<file path="src/rtl/pwm_pkg.sv">
package pwm_pkg;

    // Field width is fixed by the register layout (16-bit fields).
    parameter int unsigned FIELD_W = 16;

    typedef logic [FIELD_W-1:0] field_t;

    // One channel's timing settings, shadow or active.
    typedef struct packed {
        field_t hi;   // high duration in ticks
        field_t div;  // period divider (period = div+1 ticks)
        field_t pre;  // prescaler (tick = pre+1 clocks)
    } chan_cfg_t;

    localparam field_t DIV_DEFAULT = field_t'(1);
    localparam field_t PRE_DEFAULT = field_t'(0);

    // Control word bit positions (software-visible).
    localparam int unsigned CTRL_UPD_BIT = 30;
    localparam int unsigned CTRL_EN_BIT  = 31;

    // Output level for a given tick position within a period.
    function automatic logic in_high_phase(input field_t pos, input field_t hi);
        return pos < hi;
    endfunction

    function automatic chan_cfg_t reset_cfg();
        chan_cfg_t c;
        c.hi  = '0;
        c.div = DIV_DEFAULT;
        c.pre = PRE_DEFAULT;
        return c;
    endfunction

endpackage

</file>
<file path="src/rtl/pwm_chan_regs.sv">
module pwm_chan_regs
    import pwm_pkg::*;
(
    input  logic        clk,
    input  logic        rst,
    input  logic        wr_set_i,   // write to settings word
    input  logic        wr_ctl_i,   // write to control word
    input  logic [31:0] wdata_i,
    input  logic        commit_i,   // core applied shadow values
    input  logic        halt_i,     // core stopped at a boundary
    output chan_cfg_t   shadow_o,
    output logic        en_o,
    output logic        pend_o,
    output logic [31:0] set_word_o,
    output logic [31:0] ctl_word_o
);

    chan_cfg_t shadow_q;
    logic      en_q;
    logic      pend_q;
    logic      req_now;

    assign req_now = wr_ctl_i && wdata_i[CTRL_UPD_BIT];

    always_ff @(posedge clk) begin
        if (rst) begin
            shadow_q <= reset_cfg();
            en_q     <= 1'b0;
            pend_q   <= 1'b0;
        end else begin
            // settings word: software write wins over default reload
            if (wr_set_i) begin
                shadow_q.div <= wdata_i[FIELD_W-1:0];
                shadow_q.hi  <= wdata_i[31:16];
            end else if (halt_i) begin
                shadow_q.div <= DIV_DEFAULT;
            end

            // control word
            if (wr_ctl_i) begin
                shadow_q.pre <= wdata_i[FIELD_W-1:0];
                en_q         <= wdata_i[CTRL_EN_BIT];
            end else if (halt_i) begin
                shadow_q.pre <= PRE_DEFAULT;
            end

            // a fresh request outranks a same-cycle commit
            if (req_now) begin
                pend_q <= 1'b1;
            end else if (commit_i) begin
                pend_q <= 1'b0;
            end
        end
    end

    assign shadow_o   = shadow_q;
    assign en_o       = en_q;
    assign pend_o     = pend_q;
    assign set_word_o = {shadow_q.hi, shadow_q.div};
    assign ctl_word_o = {en_q, pend_q, 14'd0, shadow_q.pre};

    // a commit without a competing request leaves nothing pending
    a_r5_commit_clears: assert property (@(posedge clk) disable iff (rst)
        (commit_i && !req_now) |=> !pend_q);

    // a request is always visible on the following cycle
    a_r5_request_wins: assert property (@(posedge clk) disable iff (rst)
        req_now |=> pend_q);

    // stopping reloads the default divider unless software writes it
    a_r7_div_reload: assert property (@(posedge clk) disable iff (rst)
        (halt_i && !wr_set_i) |=> (shadow_q.div == DIV_DEFAULT));

endmodule

</file>
<file path="src/rtl/pwm_chan_core.sv">
module pwm_chan_core
    import pwm_pkg::*;
(
    input  logic      clk,
    input  logic      rst,
    input  logic      en_i,
    input  logic      pend_i,
    input  chan_cfg_t shadow_i,
    output logic      commit_o,
    output logic      halt_o,
    output logic      pwm_o
);

    chan_cfg_t act_q;
    logic      run_q;
    field_t    pre_cnt_q;
    field_t    per_cnt_q;
    logic      tick;
    logic      last;

    assign tick = run_q && (pre_cnt_q == act_q.pre);
    assign last = tick && (per_cnt_q == act_q.div);

    assign commit_o = (!run_q && en_i) || (last && en_i && pend_i);
    assign halt_o   = last && !en_i;

    always_ff @(posedge clk) begin
        if (rst) begin
            run_q     <= 1'b0;
            act_q     <= reset_cfg();
            pre_cnt_q <= '0;
            per_cnt_q <= '0;
        end else if (!run_q) begin
            if (en_i) begin
                run_q     <= 1'b1;
                act_q     <= shadow_i;
                pre_cnt_q <= '0;
                per_cnt_q <= '0;
            end
        end else begin
            pre_cnt_q <= tick ? '0 : pre_cnt_q + field_t'(1);
            if (tick) begin
                per_cnt_q <= last ? '0 : per_cnt_q + field_t'(1);
            end
            if (last) begin
                if (!en_i) begin
                    run_q <= 1'b0;
                end else if (pend_i) begin
                    act_q <= shadow_i;
                end
            end
        end
    end

    assign pwm_o = run_q && in_high_phase(per_cnt_q, act_q.hi);

    // a running channel only stops on the last cycle of a period
    a_r6_stop_at_end: assert property (@(posedge clk) disable iff (rst)
        (run_q && !last) |=> run_q);

    // active settings never change inside a period
    a_r4_hold_mid_period: assert property (@(posedge clk) disable iff (rst)
        (run_q && !last) |=> $stable(act_q));

    // counters stay inside the active period geometry
    a_r2_count_bounds: assert property (@(posedge clk) disable iff (rst)
        run_q |-> ((per_cnt_q <= act_q.div) && (pre_cnt_q <= act_q.pre)));

endmodule

</file>
<file path="src/rtl/pwm_ctrl.sv">
module pwm_ctrl
    import pwm_pkg::*;
#(
    parameter int unsigned NUM_CH = 4,
    parameter int unsigned ADDR_W = 8
) (
    input  logic              clk,
    input  logic              rst,
    input  logic [ADDR_W-1:0] addr,
    input  logic [31:0]       wdata,
    input  logic              wr_en,
    input  logic              rd_en,
    output logic [31:0]       rdata,
    output logic [NUM_CH-1:0] pwm_o
);

    localparam int unsigned CH_STRIDE_LG = 3;  // 8 bytes per channel

    logic [ADDR_W-1:0] ch_idx;
    logic              mapped;
    logic              sel_ctl;
    logic [31:0]       set_word [NUM_CH];
    logic [31:0]       ctl_word [NUM_CH];
    logic [31:0]       rd_mux;
    logic [31:0]       rdata_q;

    assign ch_idx  = addr >> CH_STRIDE_LG;
    assign sel_ctl = addr[2];
    assign mapped  = (addr[1:0] == 2'b00) && (ch_idx < ADDR_W'(NUM_CH));

    for (genvar g = 0; g < NUM_CH; g++) begin : g_ch
        chan_cfg_t shadow;
        logic      en;
        logic      pend;
        logic      commit;
        logic      halt;
        logic      hit;

        assign hit = wr_en && mapped && (ch_idx == ADDR_W'(g));

        pwm_chan_regs u_regs (
            .clk        (clk),
            .rst        (rst),
            .wr_set_i   (hit && !sel_ctl),
            .wr_ctl_i   (hit && sel_ctl),
            .wdata_i    (wdata),
            .commit_i   (commit),
            .halt_i     (halt),
            .shadow_o   (shadow),
            .en_o       (en),
            .pend_o     (pend),
            .set_word_o (set_word[g]),
            .ctl_word_o (ctl_word[g])
        );

        pwm_chan_core u_core (
            .clk      (clk),
            .rst      (rst),
            .en_i     (en),
            .pend_i   (pend),
            .shadow_i (shadow),
            .commit_o (commit),
            .halt_o   (halt),
            .pwm_o    (pwm_o[g])
        );
    end

    always_comb begin
        rd_mux = '0;
        for (int i = 0; i < NUM_CH; i++) begin
            if (mapped && (ch_idx == ADDR_W'(i))) begin
                rd_mux = sel_ctl ? ctl_word[i] : set_word[i];
            end
        end
    end

    always_ff @(posedge clk) begin
        if (rst) begin
            rdata_q <= '0;
        end else if (rd_en) begin
            rdata_q <= rd_mux;
        end
    end

    assign rdata = rdata_q;

    // reads outside the map return zero
    a_r9_unmapped_zero: assert property (@(posedge clk) disable iff (rst)
        (rd_en && !mapped) |=> (rdata == 32'd0));

endmodule

</file>
<file path="config.mk">
export PLATFORM = sky130hd
export DESIGN_NAME = pwm_ctrl
export DESIGN_NICKNAME = d
export VERILOG_FILES = /design/src/rtl/pwm_pkg.sv /design/src/rtl/pwm_chan_regs.sv /design/src/rtl/pwm_chan_core.sv /design/src/rtl/pwm_ctrl.sv
export SDC_FILE = /design/constraint.sdc
export NUM_CORES = 1
export LEC_CHECK = 0
export BUFFER_PORTS_ARGS = -buffer_cell sky130_fd_sc_hd__buf_4
export CAP_MARGIN = 20
export CORE_MARGIN = 10
export CORE_UTILIZATION = 50
export CTS_CLUSTER_SIZE = 24
export DETAILED_ROUTE_END_ITERATION = 6
export GPL_TIMING_DRIVEN = 0
export PLACE_DENSITY = 0.66
export SYNTH_ARGS = -nofsm -noshare
export SYNTH_HDL_FRONTEND = slang
export SYNTH_SLANG_ARGS = --single-unit
</file>
<file path="constraint.sdc">
create_clock -name clk -period 6 [get_ports clk]
set_input_delay 0.3 -clock clk [delete_from_list [all_inputs] [get_ports clk]]
set_output_delay 0.3 -clock clk [all_outputs]
set_load 0.02 [all_outputs]
</file>
==> impl_metrics.json, run 1 <==
{
  "grt_max_degree": 15,
  "power_mw": 7.75,
  "yosysUniqueCellTypes": 72,
  "worstSkewPairLatency_ns": 0.63,
  "pre_cts_ws_ns": 2.30,
  "drive_above_1_share_pct": 6.86,
  "rows": 83,
  "required_ns": 5.70,
  "num_vias": 24400,
  "cts.sinks": 556,
  "cts_tree": "built",
  "yosys_warnings": 0,
  "syn_area_per_cell_sq_um": 8.35,
  "drt-total-wl_um": 91800,
  "slew-limit-headroom_pct": 17.5,
  "io_pins": 80,
  "worst_slew_pin_slew_ns": 1.24,
  "drtPass1Iterations": 7,
  "grt-ovfl-total": 0,
  "fin_skew_ns": 0.0181,
  "io_buffer_count": 74,
  "die_y_um": 247,
  "cts_buffers": 58,
  "setup_ws_ns": 2.43,
  "areaGrowthSynthToFinish_pct": 13.9,
  "crit_arrival_ns": 3.27,
  "cp-end-kind": "output port",
  "grt.total_usage_pct": 29.1,
  "root_buffer": "clkbuf_16",
  "synth.cell_area_sq_um": 25800,
  "hold_viol_final": 0,
  "fillCellCount": 4694,
  "initialDrtViolationCount": 2274,
  "crit_start": "g_ch[1].u_core.per_cnt_q[1]",
  "worstPathMaxFanout": 6,
  "slew_violations": 0,
  "drv_cap": 0,
  "min-delay-start": "wdata[0]",
  "peakVddDrop_mv": 0.235,
  "max_freq_mhz": 280,
  "powerDensity_nw_per_um2": 263,
  "initial_core_util_pct": 50.4,
  "fin_nets": 3356,
  "drcViolationCount": 10,
  "htree_num_levels": 2,
  "ant_nets": 0,
  "hp-class": "primary input to register",
  "period_minus_slack_ns": 3.57,
  "place_hpwl_um": 68400,
  "critPathKind": "register to output port",
  "synth_nets": 3205,
  "grt_pass1_vias": 22900,
  "setup_violations": 0,
  "path_clk_slew_ns": 0.06,
  "rsz0062_at_grt": "false",
  "wl_per_cell_um": 23.1,
  "viasPerCell": 6.14,
  "core_sq_um": 51200,
  "antenna_found_initial": 2,
  "die_x_um": 247,
  "ys.flop_type": "dfxtp_1",
  "place_congestion": 1.10,
  "p_leak_nw": 10.2,
  "synth-edff-count": 0,
  "grt_first_pass_wirelength_um": 137000,
  "r2r-start": "g_ch[0].u_core.per_cnt_q[3]",
  "cp-start-kind": "register",
  "tns_ns": 0,
  "violations": "design-rule violations",
  "synth_cells": 3093,
  "cts_buffer_depth": 3,
  "status": "finished with violations",
  "die-area_sq_um": 61100,
  "min_period_over_period_pct": 59.5,
  "synth_async_sr_flop_share_pct": 0,
  "seq_area_frac_synth_pct": 43.1,
  "ys_ff_latch": 556
}
per-stage QoR:
step                      cell area (sq um)  std cells  utilization (%)  hold slack, ns
after floorplan                       25800       3093                -           0.432
after global placement                27200       3847             53.2           0.444
after detailed placement              27200       3848             53.2           0.449
after CTS                             29400       3972             57.4          0.0355
after global routing                  29400       3973             57.4          0.0560
final                                 29400       3975             57.4          0.0797
sequential cells by signal (all words and copies together), names as in the netlist:
name / flops
g_ch.u_core.pre_cnt_q: 64
g_ch.u_regs.pend_o: 4
g_ch.u_regs.set_word_o: 128
g_ch.u_core.run_q: 4
g_ch.u_core.act_q: 192
g_ch.u_regs.en_o: 4
rdata: 32
g_ch.u_regs.ctl_word_o: 64
g_ch.u_core.per_cnt_q: 64
synthesized netlist by cell type (37+ instances only):
cell,instances,share of area (%)
a21oi_1,261,5.1
nand3_1,194,3.8
dfxtp_1,556,43
nor2_1,176,2.6
inv_1,95,1.4
o21ai_0,89,1.7
nand2_1,539,7.8
nand4_1,47,1.1
ha_1,68,3.3
a211oi_1,37,1.1
xor2_1,37,1.3
xnor2_1,106,3.6
clkbuf_1,176,2.6
o22ai_1,130,3.1
a311oi_1,46,1.6
mux2i_1,179,6.9
layout by cell type (no fill, tap or decap), types with 47 or more instances in the layout:
cell,count
o22ai_1,130
buf_4,82
ha_1,68
xnor2_1,106
inv_1,95
clkbuf_16,61
nand3_1,194
nand2_1,539
nand4_1,47
nor2_1,176
a21oi_1,261
o21ai_0,89
mux2i_1,179
dfxtp_1,556
clkbuf_1,190
worst max-delay path: stages (launching register included):
cell,delay [ns]
dfxtp_1,0.47
ha_1,0.28
a21o_1,0.16
a21o_1,0.17
a211oi_1,0.22
o21ai_0,0.15
a2111oi_0,0.83
buf_4,0.23
buf_4,0.13
final cells by class:
class,count,area (sq um),share of cell area [%]
Inverter,97,364,1.24
Sequential cell,556,11100,37.8
Clock inverter,18,194,0.659
Antenna cell,2,5.00,0.0170
Multi-Input combinational cell,2220,13400,45.7
Timing Repair Buffer,91,736,2.50
Clock buffer,91,1800,6.12
Buffer,220,892,3.03
Tap cell,680,851,2.89
metal layers:
metal	vias to the layer above	routed length [um]	track usage, %
met2	1100	41600	46.3
met5	-	0	0
li1	11300	-	-
met4	0	3640	11.9
met3	200	7130	4.82
met1	11800	39500	38.7
what timing repair did:
action	CTS	global route
gates resized for setup	0	0
hold buffers	15	0
hold endpoints to repair	55	0
buffers inserted	0	0
where the power goes:
| group | switching, mW | total (mW) | internal [mW] |
|---|---|---|---|
| registers | 0.00592 | 3.70 | 3.70 |
| logic | 0.227 | 0.297 | 0.0690 |
| clock network | 1.52 | 3.75 | 2.22 |
| total | 1.76 | 7.75 | 5.99 |
logic make-up after synthesis:
kind of cell | share of synthesized area (%)
simple gates | 19.6
fa+ha+maj | 3.29
compound gates | 17.2
mux | 7.07
buf+inv | 4.86
flops | 43.1
xor+xnor | 4.85
path summary, 6_finish.rpt:
path                                    to  slack, ns  depth (start not counted)
max                               pwm_o[1]       2.43                          8
min           g_ch[2].u_regs.set_word_o[0]       0.08                          2
max reg2reg  g_ch[0].u_regs.set_word_o[12]       2.84                          8
min reg2reg       g_ch[0].u_core.act_q[34]       0.46                          2
(Power assumes the default switching activity.)
==> inputs of run 2 (changes only) <==
- ABC_AREA: not set -> 1
- clock period: 6 -> 3.62 ns (I/O delays scaled with it)
==> run 2 against run 1 <==
  * The flow now finishes without violations
  * Power is 73% higher
  * Sequential power is 66% higher
  * Critical path depth is 3 higher
  * Utilization is 0.24 points lower
  * Non-clock buffer count is 36 higher
  * Final area is 12% higher
  * Synthesized cell count is 43% higher
  * Largest power group unchanged
  * Highest routed layer is now met5
==> impl_metrics.json, run 2 <==
{
  "initial_core_util_pct": 50.3,
  "wl_per_cell_um": 19.9,
  "slew_violations": 0,
  "areaGrowthSynthToFinish_pct": 13.6,
  "synth_top_cells_by_count": "1149 x nand2_1, 556 x dfxtp_1, 533 x nor2_1",
  "setup_violations": 0,
  "drv_cap": 0,
  "setup_ws_ns": 0.953,
  "cts_buffer_depth": 3,
  "min_period_over_period_pct": 73.7,
  "yosys-top-cells-area": "dfxtp_1 38%, nand2_1 15%, nand3_1 8.6%",
  "reg2reg_to": "g_ch[0].u_core.act_q[2]",
  "yosysUniqueCellTypes": 49,
  "status": "complete, no violations",
  "r2r-start": "g_ch[0].u_core.pre_cnt_q[7]",
  "place_hpwl_um": 82500,
  "critPathKind": "register to register",
  "required_ns": 4.13,
  "fin_skew_ns": 0.0142,
  "layout_commonest_cell": "nand2_1",
  "cts_tree": "built",
  "hp-class": "primary input to register",
  "max_freq_mhz": 375,
  "cts_buffers": 61,
  "powerDensity_nw_per_um2": 409,
  "syn_area_per_cell_sq_um": 6.55,
  "grt_first_pass_wirelength_um": 162000,
  "pre_cts_ws_ns": 0.916,
  "grt.total_usage_pct": 30.8,
  "ff2ff_path_depth": 11,
  "path_clk_slew_ns": 0.07,
  "rsz0062_at_grt": "false",
  "drtPass1Iterations": 7,
  "die_x_um": 261,
  "io_buffer_count": 63,
  "whs_ns": 0.0733,
  "ys.flop_type": "dfxtp_1",
  "crit_path_end": "g_ch[0].u_core.act_q[2]",
  "synth_async_sr_flop_share_pct": 0,
  "p_sw_mw": 3.13,
  "cp-end-kind": "register",
  "pwr-share-clk_pct": 49.9,
  "num_vias": 30000,
  "combPwrFrac_pct": 4.3,
  "initialDrtViolationCount": 3212,
  "synth_top_area_share_pct": 38.5,
  "seq_area_frac_synth_pct": 38.5,
  "core_sq_um": 57500,
  "p_leak_nw": 14.4,
  "synth.most_common_cell": "nand2_1",
  "tns_ns": 0,
  "seqPwrFrac_pct": 45.9,
  "grt-ovfl-total": 0,
  "fin_nets": 4689,
  "grt_max_degree": 16,
  "synth_nets": 4527,
  "grt_pass1_vias": 26900,
  "peakVddDrop_mv": 0.383,
  "synth-edff-count": 0,
  "period_minus_slack_ns": 2.67,
  "hold_viol_final": 0,
  "drt-total-wl_um": 108000,
  "worst_slew_pin_slew_ns": 1.24,
  "place_congestion": 1.05,
  "ys_ff_latch": 556,
  "post_cts_buffers": 0,
  "yosys_warnings": 0,
  "worstSkewPairLatency_ns": 0.64,
  "synth.cell_area_sq_um": 28900,
  "largest_reg_flops": 192,
  "crit_start": "g_ch[0].u_core.pre_cnt_q[7]",
  "largest_register": "g_ch.u_core.act_q",
  "drive_above_1_share_pct": 6.76,
  "post_cts_resized": 0,
  "crit_arrival_ns": 3.18,
  "die_y_um": 261,
  "die-area_sq_um": 67900,
  "cp-start-kind": "register",
  "synth_cells": 4415,
  "slew-limit-headroom_pct": 17.0,
  "p_int_mw": 10.3,
  "rrSetupSlack_ns": 0.95,
  "layout_common_cells": "1149 x nand2_1, 556 x dfxtp_1, 533 x nor2_1",
  "htree_num_levels": 2,
  "ant_nets": 0,
  "yosys.area.top_type": "dfxtp_1",
  "drcViolationCount": 0,
  "worstPathMaxFanout": 10,
  "antenna_found_initial": 3,
  "root_buffer": "clkbuf_16",
  "io_pins": 80,
  "cts.sinks": 556,
  "viasPerCell": 5.56,
  "rows": 88,
  "sw_frac_of_total_pct": 23.3
}
run 2: logic make-up (layout without fill, tap and decap cells):
family                     after synthesis  after routing  share of synthesized area (%)
buffers and inverters                  712            924                           10.2
DFF                                    556            556                           38.5
other                                    0              1                              0
xor gates and xnor gates                68             68                           2.06
AOI/OAI and AO/OA                      682            682                           12.5
adders and majority gates               68             68                           2.94
and+or+nand+nor                       2329           2329                           33.8
run 2: stage by stage:
step           power [mW]  instances  util [%]  instance area (sq um)
3_3_place_gp         6.82       5243      52.8                  30400
6_report             13.4       5393      57.2                  32900
5_1_grt              13.8       5393      57.2                  32900
3_5_place_dp         6.82       5246      52.9                  30400
4_1_cts              13.5       5392      57.2                  32900
2_1_floorplan        6.54       4415         -                  28900
run 2: what timing repair did:
action	4_1_cts	5_1_grt
hold buffers	33	0
endpoints found under the setup margin	0	0
endpoints found under the hold margin	185	0
run 2: layout make-up:
type / instances / area, sq um
Buffer: 248 / 1220
Clock buffer: 92 / 1830
Antenna cell: 1 / 2.50
Timing Repair Buffer: 99 / 848
Fill cell: 5786 / 24600
Tap cell: 765 / 957
Multi-Input combinational cell: 3147 / 14800
Clock inverter: 21 / 315
Sequential cell: 556 / 11100
Inverter: 464 / 1740
run 2: worst max-delay path, cell delays in order (launching register included):
cell,delay (ns)
dfxtp_1,0.31
clkbuf_1,0.28
xnor2_1,0.16
nand2_1,0.06
nor2_1,0.17
nand2_1,0.08
nor2_1,0.27
nand4_1,0.35
buf_4,0.32
buf_6,0.15
a21oi_1,0.29
nor2_1,0.09
run 2: layer usage:
metal,vias to the layer above,GRT usage (%),part of all wire [%]
li1,14600,-,-
met1,13800,42.6,43
met2,1350,47.2,43
met3,245,5.32,9.4
met4,2,11.9,4.1
met5,-,0,0.0084
run 2: how the worst min path moves through the flow:
stage / start / to / slack (ns) / depth (start not counted)
3_5_place_dp: rdata[7] / rdata[7] / 0.46 / 2
3_3_place_gp: g_ch[1].u_core.pre_cnt_q[15] / g_ch[1].u_core.pre_cnt_q[15] / 0.45 / 1
6_report: rd_en / rdata[17] / 0.07 / 4
4_1_cts: rd_en / rdata[19] / 0.04 / 4
5_1_grt: rd_en / rdata[21] / 0.09 / 4
2_1_floorplan: wdata[0] / g_ch[2].u_regs.set_word_o[0] / 0.30 / 2
run 2: power by group through the flow:
stage | sequential, mW | clock [mW] | combinational [mW]
after detailed placement | 6.30 | 0 | 0.524
after floorplan | 6.30 | 0 | 0.246
after global routing | 6.16 | 7.02 | 0.596
after CTS | 6.16 | 6.75 | 0.553
after global placement | 6.30 | 0 | 0.519
final | 6.16 | 6.70 | 0.575
